### config.mk
export PLATFORM = sky130hd
export DESIGN_NAME = mbox_bridge
export DESIGN_NICKNAME = d
export VERILOG_FILES = /design/src/rtl/mbox_pkg.sv /design/src/rtl/mbox_sync.sv /design/src/rtl/mbox_ctrl.sv /design/src/rtl/mbox_datapath.sv /design/src/rtl/mbox_bridge.sv
export SDC_FILE = /design/constraint.sdc
export NUM_CORES = 1
export LEC_CHECK = 0
export ABC_CLOCK_PERIOD_IN_PS = 4300
export BUFFER_PORTS_ARGS = -buffer_cell sky130_fd_sc_hd__buf_4
export CAP_MARGIN = 15
export CORE_ASPECT_RATIO = 1.2
export CORE_UTILIZATION = 45
export DETAILED_ROUTE_END_ITERATION = 12
export GPL_ROUTABILITY_DRIVEN = 0
export PLACE_DENSITY = 0.78
export SYNTH_ARGS = -nofsm -noshare
export SYNTH_HDL_FRONTEND = slang
export SYNTH_SLANG_ARGS = --single-unit
### constraint.sdc
create_clock -name sysClk -period 4.3 [get_ports sysClk]
set_input_delay 0.215 -clock sysClk [delete_from_list [all_inputs] [get_ports sysClk]]
set_output_delay 0.215 -clock sysClk [all_outputs]
set_load 0.1 [all_outputs]
### src/rtl/mbox_pkg.sv
package mbox_pkg;

  typedef struct packed {
    logic loadIn;
    logic loadOut;
    logic clearIn;
    logic clearOut;
  } mboxStrobes_t;

  typedef enum logic [1:0] {
    HOST_IDLE,
    HOST_WAIT_WR,
    HOST_WAIT_RD,
    HOST_HOLD
  } hostState_t;

endpackage

### src/rtl/mbox_sync.sv
module mbox_sync #(
  parameter int WIDTH = 2,
  parameter int STAGES = 2,
  parameter logic RESET_VAL = 1'b1
) (
  input  logic             clk,
  input  logic             rst,
  input  logic [WIDTH-1:0] asyncIn,
  output logic [WIDTH-1:0] syncOut
);

  genvar b;
  generate
    for (b = 0; b < WIDTH; b++) begin : gBit
      logic [STAGES-1:0] chain;
      always_ff @(posedge clk) begin
        if (rst) chain <= {STAGES{RESET_VAL}};
        else     chain <= {chain[STAGES-2:0], asyncIn[b]};
      end
      assign syncOut[b] = chain[STAGES-1];
    end
  endgenerate

endmodule

### src/rtl/mbox_ctrl.sv
module mbox_ctrl
  import mbox_pkg::*;
#(
  parameter int WAIT_MAX = 8
) (
  input  logic         clk,
  input  logic         rst,
  input  logic         mcuRdSync,
  input  logic         mcuWrSync,
  input  logic         mcuSelData,
  input  logic         isaSel,
  input  logic         isaSelData,
  input  logic         isaIorN,
  input  logic         isaIowN,
  input  logic         inFull,
  input  logic         outFull,
  output mboxStrobes_t strb,
  output logic         rdyPullLow
);

  localparam int CNT_W = (WAIT_MAX > 2) ? $clog2(WAIT_MAX) : 1;
  localparam int RUN_W = $clog2(WAIT_MAX + 2);
  localparam logic [CNT_W-1:0] CNT_LAST = CNT_W'(WAIT_MAX - 1);

  hostState_t hostState, hostNext;
  logic [CNT_W-1:0] waitCnt, waitCntNext;
  logic readTook, readTookNext;
  logic iorPrev, iowPrev;
  logic iorStart, iowStart;

  logic rdPrev, wrPrev;
  logic rdFall, rdRise, wrFall;
  logic mcuRdTook;

  assign iorStart = isaSel && !isaIorN && iorPrev;
  assign iowStart = isaSel && !isaIowN && iowPrev;

  always_comb begin
    hostNext     = hostState;
    waitCntNext  = waitCnt;
    readTookNext = readTook;
    strb.loadIn   = 1'b0;
    strb.clearOut = 1'b0;
    unique case (hostState)
      HOST_IDLE: begin
        waitCntNext = '0;
        if (iowStart) begin
          if (isaSelData && inFull) begin
            hostNext = HOST_WAIT_WR;
          end else begin
            strb.loadIn = isaSelData;
            hostNext    = HOST_HOLD;
          end
        end else if (iorStart) begin
          if (isaSelData && !outFull) begin
            hostNext = HOST_WAIT_RD;
          end else begin
            readTookNext = isaSelData;
            hostNext     = HOST_HOLD;
          end
        end
      end
      HOST_WAIT_WR: begin
        if (!inFull) begin
          strb.loadIn = 1'b1;
          hostNext    = HOST_HOLD;
        end else if (waitCnt == CNT_LAST) begin
          hostNext = HOST_HOLD;
        end else begin
          waitCntNext = waitCnt + 1'b1;
        end
      end
      HOST_WAIT_RD: begin
        if (outFull) begin
          readTookNext = 1'b1;
          hostNext     = HOST_HOLD;
        end else if (waitCnt == CNT_LAST) begin
          readTookNext = 1'b0;
          hostNext     = HOST_HOLD;
        end else begin
          waitCntNext = waitCnt + 1'b1;
        end
      end
      HOST_HOLD: begin
        if (isaIorN && isaIowN) begin
          strb.clearOut = readTook;
          readTookNext  = 1'b0;
          hostNext      = HOST_IDLE;
        end
      end
      default: hostNext = HOST_IDLE;
    endcase
  end

  always_ff @(posedge clk) begin
    if (rst) begin
      hostState <= HOST_IDLE;
      waitCnt   <= '0;
      readTook  <= 1'b0;
      iorPrev   <= 1'b1;
      iowPrev   <= 1'b1;
    end else begin
      hostState <= hostNext;
      waitCnt   <= waitCntNext;
      readTook  <= readTookNext;
      iorPrev   <= isaIorN;
      iowPrev   <= isaIowN;
    end
  end

  assign rdyPullLow = (hostState == HOST_WAIT_WR) || (hostState == HOST_WAIT_RD);

  assign rdFall = !mcuRdSync && rdPrev;
  assign rdRise = mcuRdSync && !rdPrev;
  assign wrFall = !mcuWrSync && wrPrev;

  always_ff @(posedge clk) begin
    if (rst) begin
      rdPrev    <= 1'b1;
      wrPrev    <= 1'b1;
      mcuRdTook <= 1'b0;
    end else begin
      rdPrev <= mcuRdSync;
      wrPrev <= mcuWrSync;
      if (rdFall)      mcuRdTook <= mcuSelData && inFull;
      else if (rdRise) mcuRdTook <= 1'b0;
    end
  end

  assign strb.loadOut = wrFall && mcuSelData && !outFull;
  assign strb.clearIn = rdRise && mcuRdTook;

  logic [RUN_W-1:0] lowRun;
  always_ff @(posedge clk) begin
    if (rst)             lowRun <= '0;
    else if (rdyPullLow) lowRun <= lowRun + 1'b1;
    else                 lowRun <= '0;
  end

  AST_RDY_BOUNDED: assert property (@(posedge clk) disable iff (rst)
    lowRun <= RUN_W'(WAIT_MAX));

endmodule

### src/rtl/mbox_datapath.sv
module mbox_datapath
  import mbox_pkg::*;
#(
  parameter int DATA_W = 8
) (
  input  logic              clk,
  input  logic              rst,
  input  mboxStrobes_t      strb,
  input  logic [DATA_W-1:0] mcuWrData,
  input  logic [DATA_W-1:0] isaWrData,
  input  logic              mcuAddrLsb,
  input  logic              isaAddrLsb,
  output logic              inFull,
  output logic              outFull,
  output logic [DATA_W-1:0] mcuRdData,
  output logic [DATA_W-1:0] isaRdData
);

  logic [DATA_W-1:0] inData, outData;
  logic [DATA_W-1:0] statusWord;

  always_ff @(posedge clk) begin
    if (rst) begin
      inData <= '0;
      inFull <= 1'b0;
    end else if (strb.clearIn) begin
      inFull <= 1'b0;
    end else if (strb.loadIn && !inFull) begin
      inData <= isaWrData;
      inFull <= 1'b1;
    end
  end

  always_ff @(posedge clk) begin
    if (rst) begin
      outData <= '0;
      outFull <= 1'b0;
    end else if (strb.clearOut) begin
      outFull <= 1'b0;
    end else if (strb.loadOut && !outFull) begin
      outData <= mcuWrData;
      outFull <= 1'b1;
    end
  end

  assign statusWord = {{(DATA_W-2){1'b0}}, inFull, outFull};
  assign mcuRdData  = mcuAddrLsb ? statusWord : inData;
  assign isaRdData  = isaAddrLsb ? statusWord : outData;

  AST_IN_KEPT: assert property (@(posedge clk) disable iff (rst)
    (inFull && !strb.clearIn) |=> $stable(inData));

  AST_OUT_KEPT: assert property (@(posedge clk) disable iff (rst)
    (outFull && !strb.clearOut) |=> $stable(outData));

endmodule

### src/rtl/mbox_bridge.sv
module mbox_bridge
  import mbox_pkg::*;
#(
  parameter logic [15:0] MCU_BASE = 16'h8000,
  parameter logic [9:0]  ISA_BASE = 10'h300,
  parameter int          WAIT_MAX = 8
) (
  input  logic        sysClk,
  input  logic        resetDrv,
  input  logic [15:0] mcuAddr,
  input  logic        mcuRdN,
  input  logic        mcuWrN,
  input  logic [7:0]  mcuWrData,
  output logic [7:0]  mcuRdData,
  output logic        mcuDataOe,
  output logic        mcuIntN,
  input  logic [9:0]  isaAddr,
  input  logic        isaAen,
  input  logic        isaIorN,
  input  logic        isaIowN,
  input  logic [7:0]  isaWrData,
  output logic [7:0]  isaRdData,
  output logic        isaDataOe,
  output logic        isaRdyPullLow
);

  mboxStrobes_t strb;
  logic [1:0] mcuStrbSync;
  logic mcuSel, isaSel;
  logic inFull, outFull;

  assign mcuSel = (mcuAddr[15:1] == MCU_BASE[15:1]);
  assign isaSel = !isaAen && (isaAddr[9:1] == ISA_BASE[9:1]);

  mbox_sync #(.WIDTH(2), .STAGES(2), .RESET_VAL(1'b1)) uSync (
    .clk     (sysClk),
    .rst     (resetDrv),
    .asyncIn ({mcuWrN, mcuRdN}),
    .syncOut (mcuStrbSync)
  );

  mbox_ctrl #(.WAIT_MAX(WAIT_MAX)) uCtrl (
    .clk        (sysClk),
    .rst        (resetDrv),
    .mcuRdSync  (mcuStrbSync[0]),
    .mcuWrSync  (mcuStrbSync[1]),
    .mcuSelData (mcuSel && !mcuAddr[0]),
    .isaSel     (isaSel),
    .isaSelData (!isaAddr[0]),
    .isaIorN    (isaIorN),
    .isaIowN    (isaIowN),
    .inFull     (inFull),
    .outFull    (outFull),
    .strb       (strb),
    .rdyPullLow (isaRdyPullLow)
  );

  mbox_datapath #(.DATA_W(8)) uData (
    .clk        (sysClk),
    .rst        (resetDrv),
    .strb       (strb),
    .mcuWrData  (mcuWrData),
    .isaWrData  (isaWrData),
    .mcuAddrLsb (mcuAddr[0]),
    .isaAddrLsb (isaAddr[0]),
    .inFull     (inFull),
    .outFull    (outFull),
    .mcuRdData  (mcuRdData),
    .isaRdData  (isaRdData)
  );

  assign mcuIntN   = !inFull;
  assign mcuDataOe = mcuSel && !mcuRdN;
  assign isaDataOe = isaSel && !isaIorN;

  AST_INT_ON_LOAD: assert property (@(posedge sysClk) disable iff (resetDrv)
    strb.loadIn |=> !mcuIntN);

  AST_INT_OFF_ON_READ: assert property (@(posedge sysClk) disable iff (resetDrv)
    strb.clearIn |=> mcuIntN);

  AST_RESET_CLEAR: assert property (@(posedge sysClk)
    resetDrv |=> (mcuIntN && !isaRdyPullLow));

endmodule

==> metrics list <==
- H-tree levels: 2
- Post-route minimum period: ~2.4 ns
- The clock arrives with ~0.0043 ns of skew.
* Vias per cell: 5.09
* Fraction of layout cells with a size suffix above 1: between 30% and 40%
* Max Cap Viol: 0
* Largest net degree at the start of global routing: 33
- Walking the worst path, the cells encountered are inv_1 > ha_1 > nor4bb_1 > nor4b_1 > o21a_1 > mux2i_1 > nor2_1.
- Clock Path Buffers: 2
- Measured against its own limit, the worst slew margin works out to roughly 62%.
- The number of nets handed over by synthesis was ~240.
- In this run, CTS created clock tree buffers numbering 5.
* Antenna Diode Count: 0
- Startpoint of the lowest-slack register-to-register path: uCtrl.hostState[1]
- The synthesized netlist occupies a cell area of roughly 1700 µm².
* WL final: about 3800 µm
- Sequential cells were found to cover about two fifths of the synthesized design area.
- Number of flops mapped to enable cells by yosys: 0
- Yosys printed 0 warnings.
* Setup Viol. Count Final: 0
* Std-Cell Rows: 24
* Post-place instance area: 2260 µm²
- The library cell used most frequently in the layout, excluding fill and tap cells, is sky130_fd_sc_hd__buf_4.
- Clock tree root driver cell: sky130_fd_sc_hd__clkbuf_8
* Least-Margin Pin Slew: approximately 0.56 ns
- First DRT Iteration DRCs: 36
- Slowest cell on crit path: sky130_fd_sc_hd__o21a_1
- Across every metal layer, demand over resource in global routing totals about a fifth.
* Vias in the first global route: roughly 1.5k
- After detailed routing, the wire length on met1 is 1520 µm.
* Full die area: ~4000 µm²
- The top cell types in the final layout, fill and taps aside, are sky130_fd_sc_hd__buf_4, sky130_fd_sc_hd__dfxtp_1, sky130_fd_sc_hd__nor2_1.
* Die height: 69.7 µm
- In this run the standard cell core region covers 3630 µm².
- Number of different library cells in the post-synthesis netlist: between 40 and 50
- The worst setup path is captured at a register.
- For the worst setup path, the data required time is ~4.5 ns.
- Post-route cell area: around 2300 µm²
- Relative to the synthesized area, the layout overhead comes to 36.2%.
* DIE WIDTH: 58.4 µm
- Hold violation count in the final report: 0
- The critical path is of the register to register type.
- Kind of start point of the critical path: register
- Max layer used: met4
* Worst path max stage delay: between 0.4 and 0.5 ns
- TritonCTS built the clock tree.
* Count of port buffers added during placement: between 60 and 70
* Detailed-route wire length per cell: 12.5 µm
- The max-slew violation total from the final report came to 0.
- Following the worst setup path forward leads to its endpoint at uData.inData[3].
- The first detailed-routing pass ran for 4 iterations.
- Final clock period utilization by the worst path: approximately 57%
- The first global-routing pass estimated approximately 6200 µm of wire.
- Setup repair after global routing left no endpoint under its margin.
- Power per cell area: approximately 440 nW/µm²
* Clock latency on the worst-skew pair: roughly 0.28 ns
- Timing would allow up to a little over 400 MHz.
* Final setup slack of the worst path: 1.86 ns
* Length in cells of the worst reg-to-reg path: 7
- Along the worst path, the maximum fanout reaches 9.
- Global routing finished with a remaining overflow of 0.
- Maximum vdd ir drop: 0.000330 V
- For this configuration, the core starts out at a cell density of about 47%.
* Flip-flop cell with the highest count after synthesis: sky130_fd_sc_hd__dfxtp_1
- The min-delay analysis places its worst path in the category primary input to register.
- Number of setup buffers added after CTS: 0
* Number of instances in the synthesized netlist: 181
- Worst EP arrival: between 2 and 3 ns
- Before CTS, the worst setup slack after placement is 1.88 ns.
* Top-Level Pins: 69
- HPWL Detailed: about 2900 µm
- Clock-pin slew on the worst setup and hold paths: roughly 0.070 ns
- Number of storage elements in the synthesis netlist: 33
* Total met3 wirelength after detailed routing: 195 µm
- Mean instance size in the synthesized netlist: around 9.5 µm²
* Quantity of hold-fixing buffers added after cts: 0
- For this design the static power due to leakage is between 0.001 and 0.0015 µW.
- At the end of the flow, the number of nets in the layout was 306.
- Async S/R FF share, synth: 0%
* Setup TNS: 0 ns
- Counting every sink on the clock net gives 33.
- Summing over every cut layer, the via total after detailed routing is 1536.
- Number of gates resized after cts: 0
- Run status: finished clean
* First element of the critical path: uCtrl.hostState[1]
* Slack of the worst reg-to-reg path: about 1.9 ns
* Initial antenna violation count: 0
- The endpoint identified for the worst register-to-register timing path is uData.inData[3].
- After detailed routing, the met2 layer carries 1990 µm of wire.
* Detailed-route DRC error count: 0
* DRT antenna net count: 0
## through the flow
stage               instances  util (%)  power [µW]  hold WS (ns)
floorplan                 181         -         720         0.319
finish                    302      64.5        1040         0.111
global route              302      64.5        1090         0.113
CTS                       302      64.5        1050         0.109
global placement          294      62.1         812         0.392
detailed placement        294      62.1         820         0.396
## cell usage after synthesis (all sizes together) (3+ instances only)
cell	number	share of area [%]
nand2	9	2.0
dfxtp	33	38
inv	8	1.7
nor2b	12	4.4
nor2	20	4.4
clkbuf	5	1.2
nor3	3	1.5
nor4b	3	1.5
nand3	4	1.2
mux2	4	2.6
ha	8	5.8
or2	7	2.5
a21oi	10	2.9
mux2i	16	9.3
nand2b	4	1.5
## area by class of cell
| type | instances | area, µm² |
|---|---|---|
| clock buffer | 5 | 68.8 |
| clock inverter | 3 | 17.5 |
| fill | 335 | 1290 |
| inverter | 8 | 30.0 |
| multi-input combinational | 133 | 991 |
| sequential | 33 | 661 |
| tap | 52 | 65.1 |
| timing repair buffer | 68 | 510 |
## registers in the layout, indices dropped and copies added (netlist names), 2 cells and up
| name | flops |
|---|---|
| uData.outData | 8 |
| uCtrl.waitCnt | 3 |
| uCtrl.hostState | 2 |
| uSync.gBit.chain | 4 |
| uData.inData | 8 |
## worst min-delay path by stage
stage                           start                endpoint  slack (ns)  depth (start not counted)
3_5_place_dp   uSync.gBit[1].chain[0]  uSync.gBit[1].chain[1]        0.40                          1
6_report                       mcuWrN  uSync.gBit[1].chain[0]        0.11                          2
2_1_floorplan                  mcuRdN  uSync.gBit[0].chain[0]        0.32                          1
3_3_place_gp   uSync.gBit[1].chain[0]  uSync.gBit[1].chain[1]        0.39                          1
5_1_grt                        mcuWrN  uSync.gBit[1].chain[0]        0.11                          2
4_1_cts                        mcuWrN  uSync.gBit[1].chain[0]        0.11                          2
## layer usage
layer  global-route usage, %  up-vias
li1                        -      776
met1                    19.9      706
met2                    36.4       47
met3                    4.85        7
met4                    11.4        0
met5                       0        -
## report_power, final
part	leakage [µW]	internal, µW	switching, µW
Sequential	0.000268	337	25.7
Combinational	0.000729	164	288
Clock	0.0000439	111	113
## cells by family (layout without fill, tap and decap cells)
logic type / Yosys count / after routing / share of synthesized area (%)
and+or+nand+nor: 77 / 77 / 26.5
AOI/OAI and AO/OA: 28 / 28 / 13.4
DFF: 33 / 33 / 38.4
buffers and inverters: 15 / 84 / 4.00
adders and majority gates: 8 / 8 / 5.82
muxes: 20 / 20 / 11.9
## critical path, delay by kind of cell (launching register included)
family | cells | cell delay, ns
AND/OR/NAND/NOR | 3 | 0.82
flip-flops | 1 | 0.35
AO/OA/AOI/OAI | 1 | 0.46
buffers and inverters | 1 | 0.10
adder cells (fa/ha/maj) | 1 | 0.35
multiplexers | 1 | 0.24
Power figures use the tool's default switching activity.
